<file path="src/rtl/rrm_pkg.sv">
package rrm_pkg;

  // Source that owns a class's map write port in a given cycle.
  typedef enum logic [1:0] {
    WR_NONE   = 2'd0,
    WR_SQUASH = 2'd1,
    WR_SET    = 2'd2,
    WR_RENAME = 2'd3
  } map_wr_src_e;

  // Pools are limited to 64 entries; the arithmetic works on a 64-bit view.
  function automatic logic [6:0] count_ones(input logic [63:0] v);
    logic [6:0] n;
    n = '0;
    for (int i = 0; i < 64; i++) n = n + 7'(v[i]);
    return n;
  endfunction

  function automatic logic [5:0] lowest_one(input logic [63:0] v);
    logic [5:0] r;
    r = '0;
    for (int i = 63; i >= 0; i--) if (v[i]) r = 6'(i);
    return r;
  endfunction

endpackage

</file>
<file path="src/rtl/rrm_free_pool.sv">
module rrm_free_pool
  import rrm_pkg::*;
#(
  parameter int N  = 16,
  parameter int PW = $clog2(N),
  parameter int CW = $clog2(N + 1)
) (
  input  logic          clk,
  input  logic          rst_n,
  input  logic          alloc,
  input  logic          free_en,
  input  logic [PW-1:0] free_idx,
  output logic          empty,
  output logic [PW-1:0] alloc_idx,
  output logic [CW-1:0] cnt
);

  logic [N-1:0] free_q;
  logic [N-1:0] free_d;
  logic         free_ok;

  assign empty     = (free_q == '0);
  assign alloc_idx = PW'(lowest_one(64'(free_q)));
  assign cnt       = CW'(count_ones(64'(free_q)));
  assign free_ok   = free_en && (free_idx != '0) && (int'(free_idx) < N);

  always_comb begin
    free_d = free_q;
    if (alloc) free_d[alloc_idx] = 1'b0;
    if (free_ok) free_d[free_idx] = 1'b1;
  end

  always_ff @(posedge clk or negedge rst_n) begin
    if (!rst_n) free_q <= {{(N-1){1'b1}}, 1'b0};
    else        free_q <= free_d;
  end


  alloc_nonempty_chk: assert property (@(posedge clk) disable iff (!rst_n)
    alloc |-> !empty);


  cnt_dec_chk: assert property (@(posedge clk) disable iff (!rst_n)
    (alloc && !free_en) |=> (cnt == $past(cnt) - 1'b1));

endmodule

</file>
<file path="src/rtl/rrm_map_table.sv">
module rrm_map_table #(
  parameter int N    = 8,
  parameter int IW   = $clog2(N),
  parameter int PWD  = 4,
  parameter int ZERO = 0
) (
  input  logic           clk,
  input  logic           rst_n,
  input  logic [IW-1:0]  rd_a_idx,
  output logic [PWD-1:0] rd_a_phys,
  output logic           rd_a_vld,
  input  logic [IW-1:0]  rd_b_idx,
  output logic [PWD-1:0] rd_b_phys,
  output logic           rd_b_vld,
  input  logic           wr_en,
  input  logic [IW-1:0]  wr_idx,
  input  logic [PWD-1:0] wr_phys,
  input  logic           wr_vld
);

  logic [PWD-1:0] phys_q [N];
  logic [N-1:0]   vld_q;
  logic           wr_ok;

  assign wr_ok = wr_en && (int'(wr_idx) != ZERO) && (int'(wr_idx) < N);

  always_comb begin
    rd_a_phys = '0;
    rd_a_vld  = 1'b0;
    rd_b_phys = '0;
    rd_b_vld  = 1'b0;
    if (int'(rd_a_idx) < N) begin
      rd_a_phys = phys_q[rd_a_idx];
      rd_a_vld  = vld_q[rd_a_idx];
    end
    if (int'(rd_b_idx) < N) begin
      rd_b_phys = phys_q[rd_b_idx];
      rd_b_vld  = vld_q[rd_b_idx];
    end
  end

  always_ff @(posedge clk or negedge rst_n) begin
    if (!rst_n) begin
      for (int i = 0; i < N; i++) phys_q[i] <= '0;
      vld_q <= '0;
    end else if (wr_ok) begin
      phys_q[wr_idx] <= wr_phys;
      vld_q[wr_idx]  <= wr_vld;
    end
  end


  map_wr_chk: assert property (@(posedge clk) disable iff (!rst_n)
    wr_ok |=> (phys_q[$past(wr_idx)] == $past(wr_phys)) && (vld_q[$past(wr_idx)] == $past(wr_vld)));


  zero_entry_chk: assert property (@(posedge clk) disable iff (!rst_n)
    (wr_en && int'(wr_idx) == ZERO) |=> $stable(phys_q[ZERO]) && $stable(vld_q[ZERO]));

endmodule

</file>
<file path="src/rtl/rrm_scoreboard.sv">
module rrm_scoreboard #(
  parameter int N  = 16,
  parameter int IW = $clog2(N)
) (
  input  logic          clk,
  input  logic          rst_n,
  input  logic          clr_en,
  input  logic [IW-1:0] clr_idx,
  input  logic          set_en,
  input  logic [IW-1:0] set_idx,
  input  logic [IW-1:0] qry_idx,
  output logic          qry_rdy
);

  logic [N-1:0] rdy_q;
  logic [N-1:0] rdy_d;
  logic         clr_wins;

  assign qry_rdy  = (int'(qry_idx) < N) ? rdy_q[qry_idx] : 1'b0;
  assign clr_wins = clr_en && !(set_en && (set_idx == clr_idx)) && (int'(clr_idx) < N);

  always_comb begin
    rdy_d = rdy_q;
    if (clr_en && int'(clr_idx) < N) rdy_d[clr_idx] = 1'b0;
    if (set_en && int'(set_idx) < N) rdy_d[set_idx] = 1'b1;
  end

  always_ff @(posedge clk or negedge rst_n) begin
    if (!rst_n) rdy_q <= '1;
    else        rdy_q <= rdy_d;
  end


  rdy_set_chk: assert property (@(posedge clk) disable iff (!rst_n)
    (set_en && int'(set_idx) < N) |=> rdy_q[$past(set_idx)]);


  rdy_clr_chk: assert property (@(posedge clk) disable iff (!rst_n)
    clr_wins |=> !rdy_q[$past(clr_idx)]);

endmodule

</file>
<file path="src/rtl/register_rename_map.sv">
module register_rename_map
  import rrm_pkg::*;
#(
  parameter int NUM_INT_LOG  = 8,
  parameter int NUM_FP_LOG   = 8,
  parameter int NUM_INT_PHYS = 16,
  parameter int NUM_FP_PHYS  = 16,
  parameter int NUM_MISC     = 4,
  parameter int INT_ZERO     = 0,
  parameter int FP_ZERO      = 0,
  localparam int LW  = $clog2(NUM_INT_LOG + NUM_FP_LOG),
  localparam int PW  = $clog2((NUM_INT_PHYS > NUM_FP_PHYS) ? NUM_INT_PHYS : NUM_FP_PHYS),
  localparam int ICW = $clog2(NUM_INT_PHYS + 1),
  localparam int FCW = $clog2(NUM_FP_PHYS + 1),
  localparam int MW  = $clog2(NUM_MISC)
) (
  input  logic           clk,
  input  logic           rst_n,
  input  logic           ren_valid,
  input  logic [LW-1:0]  ren_log,
  output logic           ren_stall,
  output logic [PW-1:0]  ren_new_phys,
  output logic [PW-1:0]  ren_old_phys,
  output logic           ren_old_valid,
  input  logic [LW-1:0]  lkp_log,
  output logic [PW-1:0]  lkp_phys,
  output logic           lkp_valid,
  input  logic           set_valid,
  input  logic [LW-1:0]  set_log,
  input  logic [PW-1:0]  set_phys,
  input  logic           rdy_mark_valid,
  input  logic           rdy_mark_fp,
  input  logic [PW-1:0]  rdy_mark_phys,
  input  logic           rdy_qry_fp,
  input  logic [PW-1:0]  rdy_qry_phys,
  output logic           rdy_qry_ready,
  input  logic           misc_set_valid,
  input  logic [MW-1:0]  misc_set_idx,
  input  logic           misc_clr_valid,
  input  logic [MW-1:0]  misc_clr_idx,
  input  logic [MW-1:0]  misc_qry_idx,
  output logic           misc_qry_ready,
  input  logic           sq_unmap_valid,
  input  logic [LW-1:0]  sq_unmap_log,
  input  logic [PW-1:0]  sq_unmap_phys,
  input  logic           sq_unmap_pvalid,
  input  logic           sq_free_valid,
  input  logic           sq_free_fp,
  input  logic [PW-1:0]  sq_free_phys,
  output logic [ICW-1:0] int_free_cnt,
  output logic [FCW-1:0] fp_free_cnt
);

  localparam int IIW = $clog2(NUM_INT_LOG);
  localparam int FIW = $clog2(NUM_FP_LOG);
  localparam int IPW = $clog2(NUM_INT_PHYS);
  localparam int FPW = $clog2(NUM_FP_PHYS);

  // ---- index arithmetic on the shared logical space ----
  function automatic logic log_is_fp(input logic [LW-1:0] l);
    return int'(l) >= NUM_INT_LOG;
  endfunction

  function automatic logic [IIW-1:0] int_loc(input logic [LW-1:0] l);
    return IIW'(l);
  endfunction

  function automatic logic [FIW-1:0] fp_loc(input logic [LW-1:0] l);
    return FIW'(int'(l) - NUM_INT_LOG);
  endfunction

  function automatic logic log_is_zero(input logic [LW-1:0] l);
    return log_is_fp(l) ? (int'(fp_loc(l)) == FP_ZERO) : (int'(int_loc(l)) == INT_ZERO);
  endfunction

  // ---- named internal events ----
  logic ren_is_fp, ren_zero, ren_blocked, pool_empty, ren_go, alloc_int, alloc_fp;
  logic int_empty, fp_empty;
  logic [IPW-1:0] int_alloc_idx;
  logic [FPW-1:0] fp_alloc_idx;

  assign ren_is_fp   = log_is_fp(ren_log);
  assign ren_zero    = log_is_zero(ren_log);
  assign ren_blocked = sq_unmap_valid | sq_free_valid | set_valid;
  assign pool_empty  = ren_is_fp ? fp_empty : int_empty;
  assign ren_stall   = ren_valid & (ren_blocked | (!ren_zero & pool_empty));
  assign ren_go      = ren_valid & !ren_stall & !ren_zero;
  assign alloc_int   = ren_go & !ren_is_fp;
  assign alloc_fp    = ren_go & ren_is_fp;

  // ---- free pools ----
  rrm_free_pool #(.N(NUM_INT_PHYS), .PW(IPW), .CW(ICW)) u_int_pool (
    .clk(clk), .rst_n(rst_n), .alloc(alloc_int),
    .free_en(sq_free_valid & !sq_free_fp), .free_idx(IPW'(sq_free_phys)),
    .empty(int_empty), .alloc_idx(int_alloc_idx), .cnt(int_free_cnt));

  rrm_free_pool #(.N(NUM_FP_PHYS), .PW(FPW), .CW(FCW)) u_fp_pool (
    .clk(clk), .rst_n(rst_n), .alloc(alloc_fp),
    .free_en(sq_free_valid & sq_free_fp), .free_idx(FPW'(sq_free_phys)),
    .empty(fp_empty), .alloc_idx(fp_alloc_idx), .cnt(fp_free_cnt));

  // ---- map write arbitration: restore, then set-entry, then rename ----
  map_wr_src_e    int_wr_src, fp_wr_src;
  logic [IIW-1:0] iw_idx;
  logic [IPW-1:0] iw_phys;
  logic           iw_vld;
  logic [FIW-1:0] fw_idx;
  logic [FPW-1:0] fw_phys;
  logic           fw_vld;

  always_comb begin
    int_wr_src = WR_NONE;
    iw_idx     = int_loc(ren_log);
    iw_phys    = int_alloc_idx;
    iw_vld     = 1'b1;
    if (sq_unmap_valid && !log_is_fp(sq_unmap_log)) begin
      int_wr_src = WR_SQUASH;
      iw_idx     = int_loc(sq_unmap_log);
      iw_phys    = IPW'(sq_unmap_phys);
      iw_vld     = sq_unmap_pvalid;
    end else if (set_valid && !log_is_fp(set_log)) begin
      int_wr_src = WR_SET;
      iw_idx     = int_loc(set_log);
      iw_phys    = IPW'(set_phys);
    end else if (alloc_int) begin
      int_wr_src = WR_RENAME;
    end
  end

  always_comb begin
    fp_wr_src = WR_NONE;
    fw_idx    = fp_loc(ren_log);
    fw_phys   = fp_alloc_idx;
    fw_vld    = 1'b1;
    if (sq_unmap_valid && log_is_fp(sq_unmap_log)) begin
      fp_wr_src = WR_SQUASH;
      fw_idx    = fp_loc(sq_unmap_log);
      fw_phys   = FPW'(sq_unmap_phys);
      fw_vld    = sq_unmap_pvalid;
    end else if (set_valid && log_is_fp(set_log)) begin
      fp_wr_src = WR_SET;
      fw_idx    = fp_loc(set_log);
      fw_phys   = FPW'(set_phys);
    end else if (alloc_fp) begin
      fp_wr_src = WR_RENAME;
    end
  end

  // ---- map tables ----
  logic [IPW-1:0] i_ra_phys, i_rb_phys;
  logic           i_ra_vld, i_rb_vld;
  logic [FPW-1:0] f_ra_phys, f_rb_phys;
  logic           f_ra_vld, f_rb_vld;

  rrm_map_table #(.N(NUM_INT_LOG), .IW(IIW), .PWD(IPW), .ZERO(INT_ZERO)) u_int_map (
    .clk(clk), .rst_n(rst_n),
    .rd_a_idx(int_loc(ren_log)), .rd_a_phys(i_ra_phys), .rd_a_vld(i_ra_vld),
    .rd_b_idx(int_loc(lkp_log)), .rd_b_phys(i_rb_phys), .rd_b_vld(i_rb_vld),
    .wr_en(int_wr_src != WR_NONE), .wr_idx(iw_idx), .wr_phys(iw_phys), .wr_vld(iw_vld));

  rrm_map_table #(.N(NUM_FP_LOG), .IW(FIW), .PWD(FPW), .ZERO(FP_ZERO)) u_fp_map (
    .clk(clk), .rst_n(rst_n),
    .rd_a_idx(fp_loc(ren_log)), .rd_a_phys(f_ra_phys), .rd_a_vld(f_ra_vld),
    .rd_b_idx(fp_loc(lkp_log)), .rd_b_phys(f_rb_phys), .rd_b_vld(f_rb_vld),
    .wr_en(fp_wr_src != WR_NONE), .wr_idx(fw_idx), .wr_phys(fw_phys), .wr_vld(fw_vld));

  // ---- rename and lookup results ----
  always_comb begin
    ren_new_phys  = '0;
    ren_old_phys  = '0;
    ren_old_valid = 1'b0;
    if (!ren_zero) begin
      if (ren_is_fp) begin
        ren_new_phys  = PW'(fp_alloc_idx);
        ren_old_phys  = PW'(f_ra_phys);
        ren_old_valid = f_ra_vld;
      end else begin
        ren_new_phys  = PW'(int_alloc_idx);
        ren_old_phys  = PW'(i_ra_phys);
        ren_old_valid = i_ra_vld;
      end
    end
  end

  assign lkp_phys  = log_is_fp(lkp_log) ? PW'(f_rb_phys) : PW'(i_rb_phys);
  assign lkp_valid = log_is_fp(lkp_log) ? f_rb_vld : i_rb_vld;

  // ---- ready scoreboards ----
  logic int_qry_rdy, fp_qry_rdy;

  rrm_scoreboard #(.N(NUM_INT_PHYS), .IW(IPW)) u_int_sb (
    .clk(clk), .rst_n(rst_n),
    .clr_en(alloc_int), .clr_idx(int_alloc_idx),
    .set_en(rdy_mark_valid & !rdy_mark_fp), .set_idx(IPW'(rdy_mark_phys)),
    .qry_idx(IPW'(rdy_qry_phys)), .qry_rdy(int_qry_rdy));

  rrm_scoreboard #(.N(NUM_FP_PHYS), .IW(FPW)) u_fp_sb (
    .clk(clk), .rst_n(rst_n),
    .clr_en(alloc_fp), .clr_idx(fp_alloc_idx),
    .set_en(rdy_mark_valid & rdy_mark_fp), .set_idx(FPW'(rdy_mark_phys)),
    .qry_idx(FPW'(rdy_qry_phys)), .qry_rdy(fp_qry_rdy));

  rrm_scoreboard #(.N(NUM_MISC), .IW(MW)) u_misc_sb (
    .clk(clk), .rst_n(rst_n),
    .clr_en(misc_clr_valid), .clr_idx(misc_clr_idx),
    .set_en(misc_set_valid), .set_idx(misc_set_idx),
    .qry_idx(misc_qry_idx), .qry_rdy(misc_qry_ready));

  assign rdy_qry_ready = rdy_qry_fp ? fp_qry_rdy : int_qry_rdy;


  stall_hold_chk: assert property (@(posedge clk) disable iff (!rst_n)
    (ren_valid && ren_stall && !sq_free_valid) |=> $stable(int_free_cnt) && $stable(fp_free_cnt));


  sq_block_chk: assert property (@(posedge clk) disable iff (!rst_n)
    (ren_valid && sq_free_valid) |=> (int_free_cnt >= $past(int_free_cnt)) && (fp_free_cnt >= $past(fp_free_cnt)));


  zero_no_alloc_chk: assert property (@(posedge clk) disable iff (!rst_n)
    (ren_valid && ren_zero && !sq_free_valid) |=> $stable(int_free_cnt) && $stable(fp_free_cnt));


  one_class_alloc_chk: assert property (@(posedge clk) disable iff (!rst_n)
    ren_go |=> ((int_free_cnt + ICW'(fp_free_cnt)) < ($past(int_free_cnt) + ICW'($past(fp_free_cnt)))));

endmodule

</file>
<file path="config.mk">
export PLATFORM = sky130hd
export DESIGN_NAME = register_rename_map
export DESIGN_NICKNAME = d
export VERILOG_FILES = /design/src/rtl/rrm_pkg.sv /design/src/rtl/rrm_free_pool.sv /design/src/rtl/rrm_map_table.sv /design/src/rtl/rrm_scoreboard.sv /design/src/rtl/register_rename_map.sv
export SDC_FILE = /design/constraint.sdc
export NUM_CORES = 1
export LEC_CHECK = 0
export BUFFER_PORTS_ARGS = -buffer_cell sky130_fd_sc_hd__buf_2
export CAP_MARGIN = 10
export CORE_MARGIN = 3
export CORE_UTILIZATION = 45
export DETAILED_ROUTE_END_ITERATION = 7
export MAX_ROUTING_LAYER = met4
export PLACE_DENSITY = 0.69
export SLEW_MARGIN = 20
export SYNTH_ARGS = -nofsm -noshare
export SYNTH_HDL_FRONTEND = slang
export SYNTH_SLANG_ARGS = --single-unit
</file>
<file path="constraint.sdc">
create_clock -name clk -period 5.4 [get_ports clk]
set_input_delay 0 -clock clk [delete_from_list [all_inputs] [get_ports clk]]
set_output_delay 0 -clock clk [all_outputs]
set_load 0.01 [all_outputs]
</file>
# After elaboration in Yosys (flattened, before gate mapping)
# Cells that the tools add are included.
# Widths: inputs -> output; s select.
# op_classes
addsub	34
mul	0
div	0
order_cmp	34
n_eq_ne	0
shifts	0
mux	119
n_bitwise	32
reduce_logical	34
# ops
op	count
$mux 4	53
$add 5x1->5	28
$mux 16	8
$and 16x16->16	4
$bwmux 32	2
$or 16x16->16	4
$bmux 4 s3	4
$ge 4x4->1 const B	10
$logic_not 16->1	2
$not 16->16	2
$lt 4x5->1 const B	5
$demux 4 s3	2
$lt 3x4->1 const B	6
$not 3->4	6
$mux 1	23
$logic_and 1x1->1	18
$bwmux 8	2
$demux 1 s4	4
$ge 4x1->1 const B	4
$bmux 1 s3	4
$mux 2	6
$mux 3	4
$sub 3x1->3 const B	4
$and 1x1->1	10
other kinds (18)	38
# totals
ff_bits	148
latch_bits	0
ramBits	0
rom_bits	0
wordCells	276
memories	0

# Depth between registers and ports, before layout
# logic_depth
ltp_word	25
mapped_depth	14
depth_no_buf	14

# By module
# Synthesis repeated with hierarchy kept, for this count alone.
# hier_totals
hier_cells	802
area_unflattened_um2	9609.2
# by_module_without_submodules
mod	n_inst	cells_per_inst	area_per_inst_um2	seq_area_each_um2
rrm_map_table	2	121	2152.1	1001.0
rrm_free_pool at u_fp_pool	1	145	1376.3	419.2
rrm_free_pool at u_int_pool	1	154	1348.8	419.2
rrm_scoreboard at u_int_sb	1	77	852.1	420.4
rrm_scoreboard at u_fp_sb	1	75	845.8	420.4
register_rename_map	1	93	678.2	0.0
rrm_scoreboard at u_misc_sb	1	16	203.9	105.1

# Worst setup path after synthesis
# OpenSTA, ideal clock, no wires.
# synth_path
path_kind	flip-flop to output port
startpoint	register u_int_pool.free_q[0]
endpoint	output int_free_cnt[2]
arrival_ns	4.009
required_time_ns	5.400
path_slack_ns	1.391
path_stages_with_launch	13
cell_sequence	dfrtp_1 > inv_1 > clkbuf_1 > ha_1 > inv_1 > fa_1 > fa_1 > fa_1 > fa_1 > inv_1 > fa_1 > fa_1 > xor2_1
# synth_between
elab_chain_cells	15
# synth_rtl
element	line	rtl
from (decl)	rrm_free_pool.sv:18	logic [N-1:0] free_q;
from (signal assigned)	rrm_free_pool.sv:34	if (!rst_n) free_q <= {{(N-1){1'b1}}, 1'b0};
from (signal assigned)	rrm_free_pool.sv:35	else free_q <= free_d;
$add 1x1->2	rrm_pkg.sv:15	for (int i = 0; i < 64; i++) n = n + 7'(v[i]);
$add 5x1->5 (14 in series)	rrm_pkg.sv:15	
to (decl)	register_rename_map.sv:50	output logic [ICW-1:0] int_free_cnt,
# No other way between the ends.

# Worst setup path in the final report
# layout_path
startpoint	register u_int_pool.free_q[0]
endpoint	output int_free_cnt[4]
# Same word-level chain as after synthesis.

==> impl_metrics.yaml <==
setup_path:
  arrival_ns: 4.62
  rr_startpoint: "u_int_pool.free_q[15]"
  crit_fanout: 11
  rr_endpoint: "u_int_pool.free_q[2]"
  cp-start-kind: "flop"
  rr_worst_depth: 6
  critical_path_class: "flop to primary output"
  worstPathRequired_ns: 5.40
  r2r_slack_ns: 2.92
  startpoint: "u_int_pool.free_q[0]"
  critical_path.endpoint_type: "primary output"
cells_and_area:
  syn2layout_area_growth_pct: 15.5
  layout_common_cells: "dfrtp_1 (82), buf_2 (80), dfstp_2 (66), mux4_2 (61), inv_1 (56)"
  fin_area_um2: 10800
  final_util_pct: 53.2
  final_common_cell: "dfrtp_1"
  drive_above_1_share_pct: 40.3
  num-nets-final: 944
clocking:
  cts_tree: "done"
  clkTransAtPathRegs_ns: 0.06
  clk_latency_ns: 0.44
  cts_hold_buffers: 27
  cts-resized-gates: 0
  h-tree-depth: 4
  max-clock-path-buffers: 2
  numCtsBuffers: 17
  clock_tree.root_cell: "clkbuf_16"
  post_cts_buffers: 0
  clock_sinks: 148
route:
  num_vias: 6975
  totalWireLength_um: 25100
  via_per_inst: 6.12
  drcViolationCount: 0
  avgRoutedWirePerCell_um: 22.1
  dr.pass1.iters: 5
  ant_nets: 0
  first_iter_violations: 674
sta:
  setup_viol: 0
  grt_setup_unrepaired: "false"
  timing.hold.ws_ns: 0.0277
  finalHoldViolCount: 0
  tns_ns: 0
  fmax_mhz: 217
  post-route-min-period_ns: 4.62
  skew_ns: 0.0137
  slew_violations: 0
  period_share_pct: 85.5
  max_slew.worst_pin.slew_ns: 1.04
  slew_headroom_pct: 30.3
synthesis:
  yosysSeqAreaShare_pct: 40.4
  synth_cell_types: 84
  synth-edff-count: 0
  synth_nets: 851
  syn_area_per_cell_um2: 12.3
  yosys_warnings: 0
  synthArstFlopShare_pct: 100
  syn_inst: 762
  synth-seq-cells: 148
  syn_area_um2: 9380
  synth_flop_cell: "dfrtp_1"
worst_hold_path:
  hold_end: "u_fp_map.vld_q[7]"
  hp-class: "input port to flop"
  hold_depth: 4
  min_from: "sq_unmap_log[1]"
global_route:
  grt_pass1_wl_um: 39800
  grt_use_total_pct: 24.0
  antenna_found_initial: 1
  globalRouteOverflowTotal: 0
  grt_max_degree: 108
  grt_pass1_vias: 7146
floorplan:
  start_util_pct: 46.1
  core_area_um2: 20400
  dieArea_um2: 22600
  row_count: 52
  die_w_um: 150
  die_h_um: 150
  io_pins: 82
power_and_ir_drop:
  internal_power_mw: 3.33
  finalPower_mw: 5.24
  clkPwrFrac_pct: 22.5
  vdd_ir_drop_max_v: 0.000418
  p_sw_share_pct: 36.5
  pwr-share-seq_pct: 33.3
  power_density_nw_per_um2: 484
  switchingPower_mw: 1.91
  p_leak_nw: 4.51
  pwr-share-comb_pct: 44.2
run_status:
  status: "finished, final reports clean"
placement:
  gp_congestion: 0.959
  portBuffers: 81
  postPlaceCellArea_um2: 9980
  hpwl_um: 18400
flow_run:
  cap_viol_max_count: 0
[sequential cells by signal, indices dropped and copies added, names as in the netlist, 8 cells and up]
signal and cells:
u_fp_map.vld_q 8, u_fp_sb.rdy_q 16, u_int_map.vld_q 8, u_int_pool.free_q 16, u_fp_pool.free_q 16, u_int_map.phys_q 32, u_int_sb.rdy_q 16, u_fp_map.phys_q 32
[layer usage]
layer,global-route usage (%),share of wire [%]
met1,30.2,40
met2,38.7,50
met4,6.63,1.7
met3,6.32,7.6
met5,-,0
[stage by stage]
stage          std cells  setup WS [ns]
4_1_cts             1138          0.760
3_5_place_dp        1079           1.23
3_3_place_gp        1079           1.28
5_1_grt             1139          0.537
2_1_floorplan        762           1.39
6_report            1139          0.784
[critical path, stage by stage (launching register included)]
cell	delay (ns)
dfrtp_1	0.39
inv_1	0.30
ha_1	0.30
inv_1	0.07
fa_1	0.44
fa_1	0.56
fa_1	0.44
fa_1	0.49
inv_1	0.05
fa_1	0.40
fa_1	0.42
a21oi_1	0.15
nor2b_1	0.05
buf_2	0.13
[power by group through the flow]
stage               combinational (mW)  clock (mW)  sequential [mW]
floorplan                         1.75           0             1.66
global placement                  2.27           0             1.73
detailed placement                2.33           0             1.75
CTS                               2.36        1.20             1.74
global route                      2.62        1.25             1.79
finish                            2.32        1.18             1.75
[area by class of cell]
class / instances / area, um^2
fillers: 1712 / 9530
multi-input cells: 522 / 5230
flip-flops and latches: 148 / 3790
repair buffers: 109 / 689
clock buffers: 19 / 443
well taps: 270 / 338
inverters: 57 / 214
clock inverters: 13 / 136
diodes: 1 / 2.50
[Yosys cell counts, types with 5 or more instances]
cell / instances / share of area, %
buf_2: 10 / 0.53
and2_1: 8 / 0.53
a21o_1: 6 / 0.48
nand4_1: 7 / 0.47
mux2_4: 16 / 2.6
o21ai_0: 16 / 0.85
mux2_2: 49 / 5.9
a21oi_1: 24 / 1.3
dfstp_2: 66 / 18
nand2b_1: 12 / 0.80
and3_1: 5 / 0.33
mux4_2: 61 / 15
buf_1: 5 / 0.20
mux2i_1: 8 / 0.85
o2bb2ai_1: 49 / 4.6
nand2_1: 34 / 1.4
nor3_1: 11 / 0.59
a31oi_1: 8 / 0.53
ha_1: 14 / 1.9
nor2_4: 5 / 0.60
nor4_1: 5 / 0.33
nand3_1: 35 / 1.9
nor2_1: 25 / 1.0
o22ai_1: 5 / 0.33
inv_1: 56 / 2.2
nor2b_1: 11 / 0.73
fa_1: 20 / 4.3
dfrtp_1: 82 / 22
clkbuf_1: 18 / 0.72
[cells by family after synthesis]
family          count (synthesis)  share of synthesized area [%]
buf+inv                        92                           3.93
simple gates                  196                           12.2
mux                           138                           24.4
xor+xnor                        4                          0.373
fa+ha+maj                      34                           6.13
compound gates                150                           12.5
flops                         148                           40.4
[how the worst max path moves through the flow]
| stage | end | slack, ns | depth (start not counted) |
|---|---|---|---|
| after floorplan | int_free_cnt[2] | 1.39 | 12 |
| after global placement | int_free_cnt[4] | 1.28 | 13 |
| after detailed placement | int_free_cnt[4] | 1.23 | 13 |
| after CTS | int_free_cnt[4] | 0.76 | 13 |
| after global routing | int_free_cnt[4] | 0.54 | 13 |
| final | int_free_cnt[4] | 0.78 | 13 |
Power figures use the tool's default switching activity.
